### config.mk
export PLATFORM = sky130hd
export DESIGN_NAME = tick_timer
export DESIGN_NICKNAME = d
export VERILOG_FILES = /design/src/rtl/tick_timer_pkg.sv /design/src/rtl/tick_timer_regs.sv /design/src/rtl/tick_timer_core.sv /design/src/rtl/tick_timer.sv
export SDC_FILE = /design/constraint.sdc
export NUM_CORES = 1
export LEC_CHECK = 0
export ABC_AREA = 1
export BUFFER_PORTS_ARGS = -buffer_cell sky130_fd_sc_hd__buf_2
export CORE_MARGIN = 4
export CORE_UTILIZATION = 50
export CTS_BUF_LIST = sky130_fd_sc_hd__clkbuf_2
export CTS_CLUSTER_DIAMETER = 200
export DETAILED_ROUTE_END_ITERATION = 10
export PLACE_DENSITY = 0.73
export SLEW_MARGIN = 25
export SYNTH_ARGS = -nofsm -noshare
export SYNTH_HDL_FRONTEND = slang
export SYNTH_HIERARCHICAL = 1
export SYNTH_SLANG_ARGS = --single-unit
### constraint.sdc
create_clock -name clk -period 3.1 [get_ports clk]
set_clock_uncertainty 0.15 [all_clocks]
set_input_delay 0.155 -clock clk [delete_from_list [all_inputs] [get_ports clk]]
set_output_delay 0.155 -clock clk [all_outputs]
set_load 0.01 [all_outputs]
### src/rtl/tick_timer_pkg.sv
package tick_timer_pkg;

  localparam int unsigned WORD_W = 32;

  // Register slots, selected by byte address bits [3:2]
  typedef enum logic [1:0] {
    SLOT_CTRL   = 2'd0,
    SLOT_RELOAD = 2'd1,
    SLOT_COUNT  = 2'd2,
    SLOT_CAL    = 2'd3
  } slot_e;

  // Writable control bits: [0] run, [1] irq enable, [2] tick source
  typedef struct packed {
    logic clk_core;
    logic irq_en;
    logic run;
  } ctrl_t;

endpackage

### src/rtl/tick_timer_regs.sv
module tick_timer_regs
  import tick_timer_pkg::*;
#(
  parameter int unsigned AW       = 6,
  parameter int unsigned CNT_W    = 24,
  parameter int unsigned CAL_VAL  = 10000,
  parameter int unsigned FLAG_POS = 16
) (
  input  logic              clk,
  input  logic              rst_n,
  input  logic              bus_sel,
  input  logic              bus_wr,
  input  logic [AW-1:0]     bus_addr,
  input  logic [WORD_W-1:0] bus_wdata,
  output logic [WORD_W-1:0] bus_rdata,
  input  logic [CNT_W-1:0]  count,
  input  logic              flag,
  output ctrl_t             ctrl,
  output logic [CNT_W-1:0]  reload,
  output logic              run_rise,
  output logic              count_clear,
  output logic              flag_rd
);

  localparam int unsigned CTRL_W = $bits(ctrl_t);

  logic             hit;
  slot_e            slot;
  logic             wr_ctrl, wr_reload;
  ctrl_t            ctrl_d;
  logic [CNT_W-1:0] reload_d;

  // Address decode: word aligned, inside the 16-byte window
  always_comb begin
    hit         = bus_sel && (bus_addr[1:0] == 2'b00) && (bus_addr[AW-1:4] == '0);
    slot        = slot_e'(bus_addr[3:2]);
    wr_ctrl     = hit &&  bus_wr && (slot == SLOT_CTRL);
    wr_reload   = hit &&  bus_wr && (slot == SLOT_RELOAD);
    count_clear = hit &&  bus_wr && (slot == SLOT_COUNT);
    flag_rd     = hit && !bus_wr && (slot == SLOT_CTRL);
    run_rise    = wr_ctrl && bus_wdata[0] && !ctrl.run;
  end

  // Next state
  always_comb begin
    ctrl_d   = ctrl;
    reload_d = reload;
    if (wr_ctrl)   ctrl_d   = ctrl_t'(bus_wdata[CTRL_W-1:0]);
    if (wr_reload) reload_d = bus_wdata[CNT_W-1:0];
  end

  always_ff @(posedge clk or negedge rst_n) begin
    if (!rst_n) begin
      ctrl   <= '0;
      reload <= '0;
    end else begin
      if (wr_ctrl)   ctrl   <= ctrl_d;
      if (wr_reload) reload <= reload_d;
    end
  end

  // Read mux
  always_comb begin
    bus_rdata = '0;
    if (hit && !bus_wr) begin
      unique case (slot)
        SLOT_CTRL: begin
          bus_rdata[CTRL_W-1:0] = ctrl;
          bus_rdata[FLAG_POS]   = flag;
        end
        SLOT_RELOAD: bus_rdata[CNT_W-1:0] = reload;
        SLOT_COUNT:  bus_rdata[CNT_W-1:0] = count;
        SLOT_CAL:    bus_rdata = WORD_W'(CAL_VAL);
        default:     bus_rdata = '0;
      endcase
    end
  end

  // reload keeps the low bits of the written word
  p_reload_trunc_r4: assert property (@(posedge clk) disable iff (!rst_n)
    wr_reload |=> reload == $past(bus_wdata[CNT_W-1:0]));

  // control write of run bit changes run, other bits do not leak
  p_ctrl_written_r2: assert property (@(posedge clk) disable iff (!rst_n)
    wr_ctrl |=> ctrl == $past(bus_wdata[CTRL_W-1:0]));

endmodule

### src/rtl/tick_timer_core.sv
module tick_timer_core
  import tick_timer_pkg::*;
#(
  parameter int unsigned CNT_W = 24
) (
  input  logic             clk,
  input  logic             rst_n,
  input  logic             ref_tick_en,
  input  ctrl_t            ctrl,
  input  logic [CNT_W-1:0] reload,
  input  logic             run_rise,
  input  logic             count_clear,
  input  logic             flag_rd,
  output logic [CNT_W-1:0] count,
  output logic             flag,
  output logic             tick_irq
);

  localparam logic [CNT_W-1:0] ONE = CNT_W'(1);

  logic             tick;
  logic             cnt_ce;
  logic [CNT_W-1:0] cnt_d;
  logic             halted_q, halted_d;
  logic             flag_d;
  logic             irq_d;
  logic             reload_zero;

  assign reload_zero = (reload == '0);
  assign tick   = ctrl.run && !halted_q && (ctrl.clk_core || ref_tick_en);
  assign cnt_ce = tick || count_clear;

  always_comb begin
    cnt_d    = count;
    halted_d = halted_q;
    flag_d   = flag;
    irq_d    = 1'b0;
    if (flag_rd)  flag_d   = 1'b0;
    if (run_rise) halted_d = 1'b0;
    if (count_clear) begin
      cnt_d  = '0;
      flag_d = 1'b0;
      if (reload_zero) halted_d = 1'b1;
    end else if (tick) begin
      if (count == ONE) begin
        cnt_d  = '0;
        flag_d = 1'b1;
        irq_d  = ctrl.irq_en;
        if (reload_zero) halted_d = 1'b1;
      end else if (count == '0) begin
        if (reload_zero) halted_d = 1'b1;
        else             cnt_d    = reload;
      end else begin
        cnt_d = count - ONE;
      end
    end
  end

  always_ff @(posedge clk or negedge rst_n) begin
    if (!rst_n) begin
      count    <= '0;
      halted_q <= 1'b0;
      flag     <= 1'b0;
      tick_irq <= 1'b0;
    end else begin
      if (cnt_ce) count <= cnt_d;
      halted_q <= halted_d;
      flag     <= flag_d;
      tick_irq <= irq_d;
    end
  end

  // interrupt is a single-cycle pulse
  p_irq_pulse_r7: assert property (@(posedge clk) disable iff (!rst_n)
    tick_irq |=> !tick_irq);

  // pulse only alongside a zero count and a set flag
  p_irq_at_zero_r7: assert property (@(posedge clk) disable iff (!rst_n)
    tick_irq |-> (count == '0) && flag);

  // zero is followed by the reload value on the next tick
  p_reload_after_zero_r8: assert property (@(posedge clk) disable iff (!rst_n)
    (tick && !count_clear && (count == '0) && !reload_zero) |=> count == $past(reload));

  // a halted timer keeps its count
  p_halt_holds_r9: assert property (@(posedge clk) disable iff (!rst_n)
    (halted_q && !count_clear) |=> $stable(count));

  // a stopped timer keeps its count
  p_freeze_r11: assert property (@(posedge clk) disable iff (!rst_n)
    (!ctrl.run && !count_clear) |=> $stable(count));

  // forced zero clears the flag and raises no pulse
  p_clear_zero_r5: assert property (@(posedge clk) disable iff (!rst_n)
    count_clear |=> (count == '0) && !flag && !tick_irq);

endmodule

### src/rtl/tick_timer.sv
module tick_timer
  import tick_timer_pkg::*;
#(
  parameter int unsigned AW       = 6,
  parameter int unsigned CNT_W    = 24,
  parameter int unsigned CAL_VAL  = 10000,
  parameter int unsigned FLAG_POS = 16
) (
  input  logic              clk,
  input  logic              rst_n,
  input  logic              ref_tick_en,
  input  logic              bus_sel,
  input  logic              bus_wr,
  input  logic [AW-1:0]     bus_addr,
  input  logic [WORD_W-1:0] bus_wdata,
  output logic [WORD_W-1:0] bus_rdata,
  output logic              tick_irq
);

  ctrl_t            ctrl;
  logic [CNT_W-1:0] reload;
  logic [CNT_W-1:0] count;
  logic             flag;
  logic             run_rise;
  logic             count_clear;
  logic             flag_rd;

  tick_timer_regs #(
    .AW(AW), .CNT_W(CNT_W), .CAL_VAL(CAL_VAL), .FLAG_POS(FLAG_POS)
  ) u_regs (
    .clk(clk), .rst_n(rst_n),
    .bus_sel(bus_sel), .bus_wr(bus_wr), .bus_addr(bus_addr),
    .bus_wdata(bus_wdata), .bus_rdata(bus_rdata),
    .count(count), .flag(flag),
    .ctrl(ctrl), .reload(reload),
    .run_rise(run_rise), .count_clear(count_clear), .flag_rd(flag_rd)
  );

  tick_timer_core #(
    .CNT_W(CNT_W)
  ) u_core (
    .clk(clk), .rst_n(rst_n), .ref_tick_en(ref_tick_en),
    .ctrl(ctrl), .reload(reload),
    .run_rise(run_rise), .count_clear(count_clear), .flag_rd(flag_rd),
    .count(count), .flag(flag), .tick_irq(tick_irq)
  );

endmodule

======== After elaboration in Yosys (flattened, before gate mapping) ========
Cells that the tools add are included.
operators by class
  $add $sub $neg .......................... 1
  multiply operators ...................... 0
  divide/modulo/power cells ............... 0
  magnitude comparators ................... 0
  equality and inequality tests ........... 5
  shifts and indexed selects .............. 0
  mux-type cells .......................... 23
  bitwise gates (word level) .............. 0
  reductions and logical operators ........ 24
operators with widths
  cell                     count
  $mux W24                 6
  $logic_not A24 Y1        2
  $pmux W13 S3             1
  $eq A24 B1 Y1 const B    1
  $sub A24 B1 Y24 const B  1
  $pmux W7 S2              1
  $mux W1                  13
  $logic_and A1 B1 Y1      12
  $pmux W3 S4              1
  $logic_not A2 Y1         3
  $eq A2 B2 Y1 const B     2
  $ne A4 B3 Y1 const B     1
  $pmux W1 S4              1
  $logic_not A1 Y1         3
  $reduce_and A3 Y1        1
  $eq A2 B1 Y1 const B     1
  $logic_or A1 B1 Y1       2
  $reduce_bool A2 Y1       1
word-level totals
  register bits after elaboration ......... 54
  latch bits .............................. 0
  RAM bits ................................ 0
  ROM bits ................................ 0
  output and inout port bits .............. 33
  word-level logic and storage cells ...... 61
  memories ................................ 0

======== Longest topological paths before layout ========
  depth in word-level cells ............... 13
  mapped depth ............................ 13
  mapped depth without buffers ............ 11

======== Hierarchy ========
Netlist, hierarchy kept.
modules (own cells, without submodules)
  module           times used  cells each  area each (µm²)  sequential area each (µm²)
  tick_timer_core  1           351         2258.4           675.6
  tick_timer_regs  1           237         1799.2           675.6

======== Worst setup path after synthesis ========
No wires, ideal clock.
  path type ............................... input port to flip-flop
  from .................................... input port bus_addr[2]
  to ...................................... register u_core.count[12]
  data arrival time ....................... 1.657 ns
  setup slack ............................. 1.228 ns
  stages on the path ...................... 13
  path buffers ............................ 3
  path through ............................ inv_1 > ha_1 > clkbuf_2 > buf_2 > and3_1 > inv_1 > nand2_1 > inv_2 > buf_2 > o21ai_0 > nor2_1 > nand2_1 > nand2_1
on the way
  word-level cells in the longest chain between the ends .. 4
RTL lines
  element                                                      line                   source
  start, declared                                              tick_timer.sv:14       input logic [AW-1:0] bus_addr,
  $eq A2 B2 Y1 *                                               tick_timer_regs.sv:39  count_clear = hit && bus_wr && (slot == SLOT_COUNT);
  $logic_and A1 B1 Y1 *                                        tick_timer_regs.sv:39
  net count_clear                                              tick_timer.sv:25       logic count_clear;
  $ne A4 B3 Y1 (no source line), or another cell as far along  --
  $reduce_and A3 Y1 (no source line)                           --
  end signal, assigned                                         tick_timer_core.sv:66  if (cnt_ce) count <= cnt_d;
  end, declared                                                tick_timer_core.sv:14  output logic [CNT_W-1:0] count,
The timed path passes the listed nets; every way through them passes the cells marked *.
A chain may end at the register's enable or synchronous reset.

======== Worst setup path after layout ========
  from .................................... register u_core.count[1]
  to ...................................... register u_core.count[4]
on the way
  word-level cells in the longest chain between the ends .. 5
RTL lines
  element                                               line                                          source
  $sub A24 B1 Y24 or $logic_not A24 Y1 (tied branches)  tick_timer_core.sv:54, tick_timer_core.sv:50
  $mux W24                                              tick_timer_core.sv:50                         end else if (count == '0) begin
  $mux W24                                              tick_timer_core.sv:45                         if (count == ONE) begin
  $mux W24                                              tick_timer_core.sv:44                         end else if (tick) begin
  $mux W24                                              tick_timer_core.sv:40                         if (count_clear) begin
Several ways; a longest one is shown, not always the timed one. The select of a mux whose other input is x is not followed.

==> results.cfg <==
[outcome]
run_status = finished clean

[critical_path]
cp_max_fo = 11
cp_num_buf_inv = 2
slowest_delay_ns = 0.46
cp.depth = 9
crit_start = u_core/count[1]
reg2regPathDepth = 9
path_delay_family = simple AND/OR/NAND/NOR gates
worstPathRequired_ns = 3.31
cp_cell_sequence = inv_1 -> ha_1 -> nand2_1 -> nor2_1 -> nand3_2 -> nand2_1 -> inv_2 -> nand3_2 -> o21ai_0
cp-end-kind = flop
r2r-start = u_core/count[1]
path_class = flop to flop
slowest_stage = dfrtp_1
cp-start-kind = flop
arrival_ns = 2.57

[clock_tree]
cts_inserted_buffers = 5
cts_tree = built
postCtsSetupBuffers = 0
clock_sinks = 54
hold_buffers = 25
htreeDepth = 2
post_cts_resized = 0
clkLatencyLatePin_ns = 0.45
cts_buffer_depth = 2
root_buffer = clkbuf_2
clk_pin_slew_ns = 0.28

[yosys]
postSynthCellCount = 588
synth_edf_count = 0
synth_ff_type = dfrtp_1
synth-seq-cells = 54
synth.area.top_cells = dfrtp_1 (33%), nand2_1 (15%), nor2_1 (9.3%), nand4_1 (5.4%), inv_1 (4.1%)
yosysTopAreaCellShare = 0.3330
synth.top_cells.by_count = nand2_1 (167), nor2_1 (101), dfrtp_1 (54)
yosys_warnings = 6
synth_area_per_cell_sq_um = 6.901
ys_seq_area_frac = 0.3330
synth-async-reset-ratio = 1.000
syn-cell-area_sq_um = 4058
synth_largest_area_cell = dfrtp_1
ys_types = 40
yosysMostFrequentCell = nand2_1

[placement]
dp_hpwl_microns = 8088
gp_congestion = 0.9341
io_buffer_count = 59

[route]
vias = 4198
drc = 0
finalWirelength_microns = 11460
wl_per_cell_microns = 15.00
routed_via_density = 5.495
drtIter0Drc = 312
firstDrtPassIters = 4
final_antenna_net_count = 0

[power]
power_uw = 1435
leakage_uw = 0.002378
powerDensity_nw_per_um2 = 309.6
ir_worst_vdd_uv = 180.6

[grt]
use_met3 = 0.03857
top_usage_layer = met2
grt_overflow = 0
use_met2 = 0.4099
grt_max_degree = 36
gr-usage-met1 = 0.3179
track_usage = 0.2404
grt_antenna_before_repair = 0
grt_pass1_vias = 3914
grt_pass1_wl_microns = 19100

[worst_hold_path]
hp-start = bus_wr
hold_depth = 3
hp-class = primary input to flop

[die]
core-area_sq_um = 7807
start_util = 0.5197
num_rows = 32
die_y_microns = 98.09
dieArea_sq_um = 9621
io_pins = 76
dieWidth_microns = 98.09

[timing]
setup_viol = 0
period_needed_ns = 2.357
tightest_slew_ns = 0.8358
rsz0062_at_grt = false
slew_viol_final = 0
relSlewSlack = 0.4428
fmax_ghz = 0.4243
finalSetupTns_ns = 0
final_hold_viol_count = 0
fin_crit_sh = 0.7603

[finish]
fin_nets = 712
drive_above_1_share = 0.1586
antenna_cells = 0
areaGrowthSynthToFinish_pct = 14.22

[run]
cap_violations = 0
-- cell families (layout without fill, tap and decap cells) --
| kind of cell | count (synthesis) | after routing | synth area share |
|---|---|---|---|
| and+or+nand+nor | 361 | 361 | 0.4080 |
| buffers and inverters | 80 | 147 | 0.09867 |
| AOI/OAI and AO/OA | 73 | 73 | 0.1110 |
| DFF | 54 | 54 | 0.3330 |
| xor gates and xnor gates | 11 | 11 | 0.02374 |
| adders and majority gates | 8 | 8 | 0.02467 |
| other | 1 | 8 | 0.0009242 |
-- worst reg2reg max path, cell delays in order (launching register included) --
cell and delay (ns):
dfrtp_1 0.46, inv_1 0.19, ha_1 0.19, nand2_1 0.07
nor2_1 0.18, nand3_2 0.14, nand2_1 0.28, inv_2 0.19
nand3_2 0.27, o21ai_0 0.15
-- layout by cell type (no fill, tap or decap), types with 3 or more instances in the layout --
cell type and count:
o21ai_1 7, clkbuf_2 5, buf_4 8, dfrtp_1 54
inv_1 44, nand3_2 4, nand2_2 4, a22o_1 15
nand2_1 167, ha_1 8, inv_2 3, buf_2 59
nand4_1 35, nor2_1 101, nand2_4 3, dlygate4sd3_1 25
o21ai_0 29, o21ai_2 3, a21oi_1 12, xor2_1 4
xnor2_1 7, a21boi_0 5, nand3_1 22, nor2_2 7
nor3_1 4, conb_1 8
-- report_power, final --
group          leakage (uW)  switching [uW]  total, uW  internal (uW)
clock             0.0000280             233        286           52.5
combinational       0.00162             212        349            136
sequential         0.000729            53.0        801            748
total               0.00238             498       1430            936
-- final timing paths --
path / end / slack (ns)
min in group asynchronous: u_core/count[3] / 0.15
setup reg to reg: u_core/count[4] / 0.74
setup / recovery: u_core/count[4] / 0.74
hold reg to reg: u_regs/ctrl[2] / 0.40
max in group asynchronous: u_core/count[15] / 1.88
hold / removal: u_regs/reload[1] / 0.06
-- metrics by stage --
stage	instance area, sq um	worst slack, ns	std cells	util	hold WS (ns)
after floorplan	4084	1.228	595	-	-0.2906
after detailed placement	4343	0.8244	731	0.5563	0.1530
after global placement	4343	0.9016	731	0.5563	0.1458
final	4634	0.7429	764	0.5936	0.05633
after global routing	4634	0.5981	764	0.5936	0.02420
after CTS	4634	0.7867	764	0.5936	0.03783
-- layer usage --
layer / up-vias / wire length (microns)
met4: 0 / 154
li1: 2040 / -
met2: 147 / 5564
met5: - / 0
met1: 2001 / 5018
met3: 10 / 722
-- registers in the layout, summed over array words and instances (netlist names) --
name,flops
u_core/flag,1
u_core/count,24
u_core/tick_irq,1
u_regs/ctrl,3
u_regs/reload,24
u_core/halted_q,1
-- area by class of cell --
| type | count | area (sq um) |
|---|---|---|
| fillers | 784 | 3173 |
| well taps | 102 | 127.6 |
| clock inverters | 3 | 16.27 |
| multi-input cells | 461 | 2332 |
| inverters | 47 | 176.4 |
| flip-flops and latches | 54 | 1351 |
| clock buffers | 5 | 25.02 |
| repair buffers | 92 | 605.6 |
Note: power is estimated with default switching activity, not from simulation.
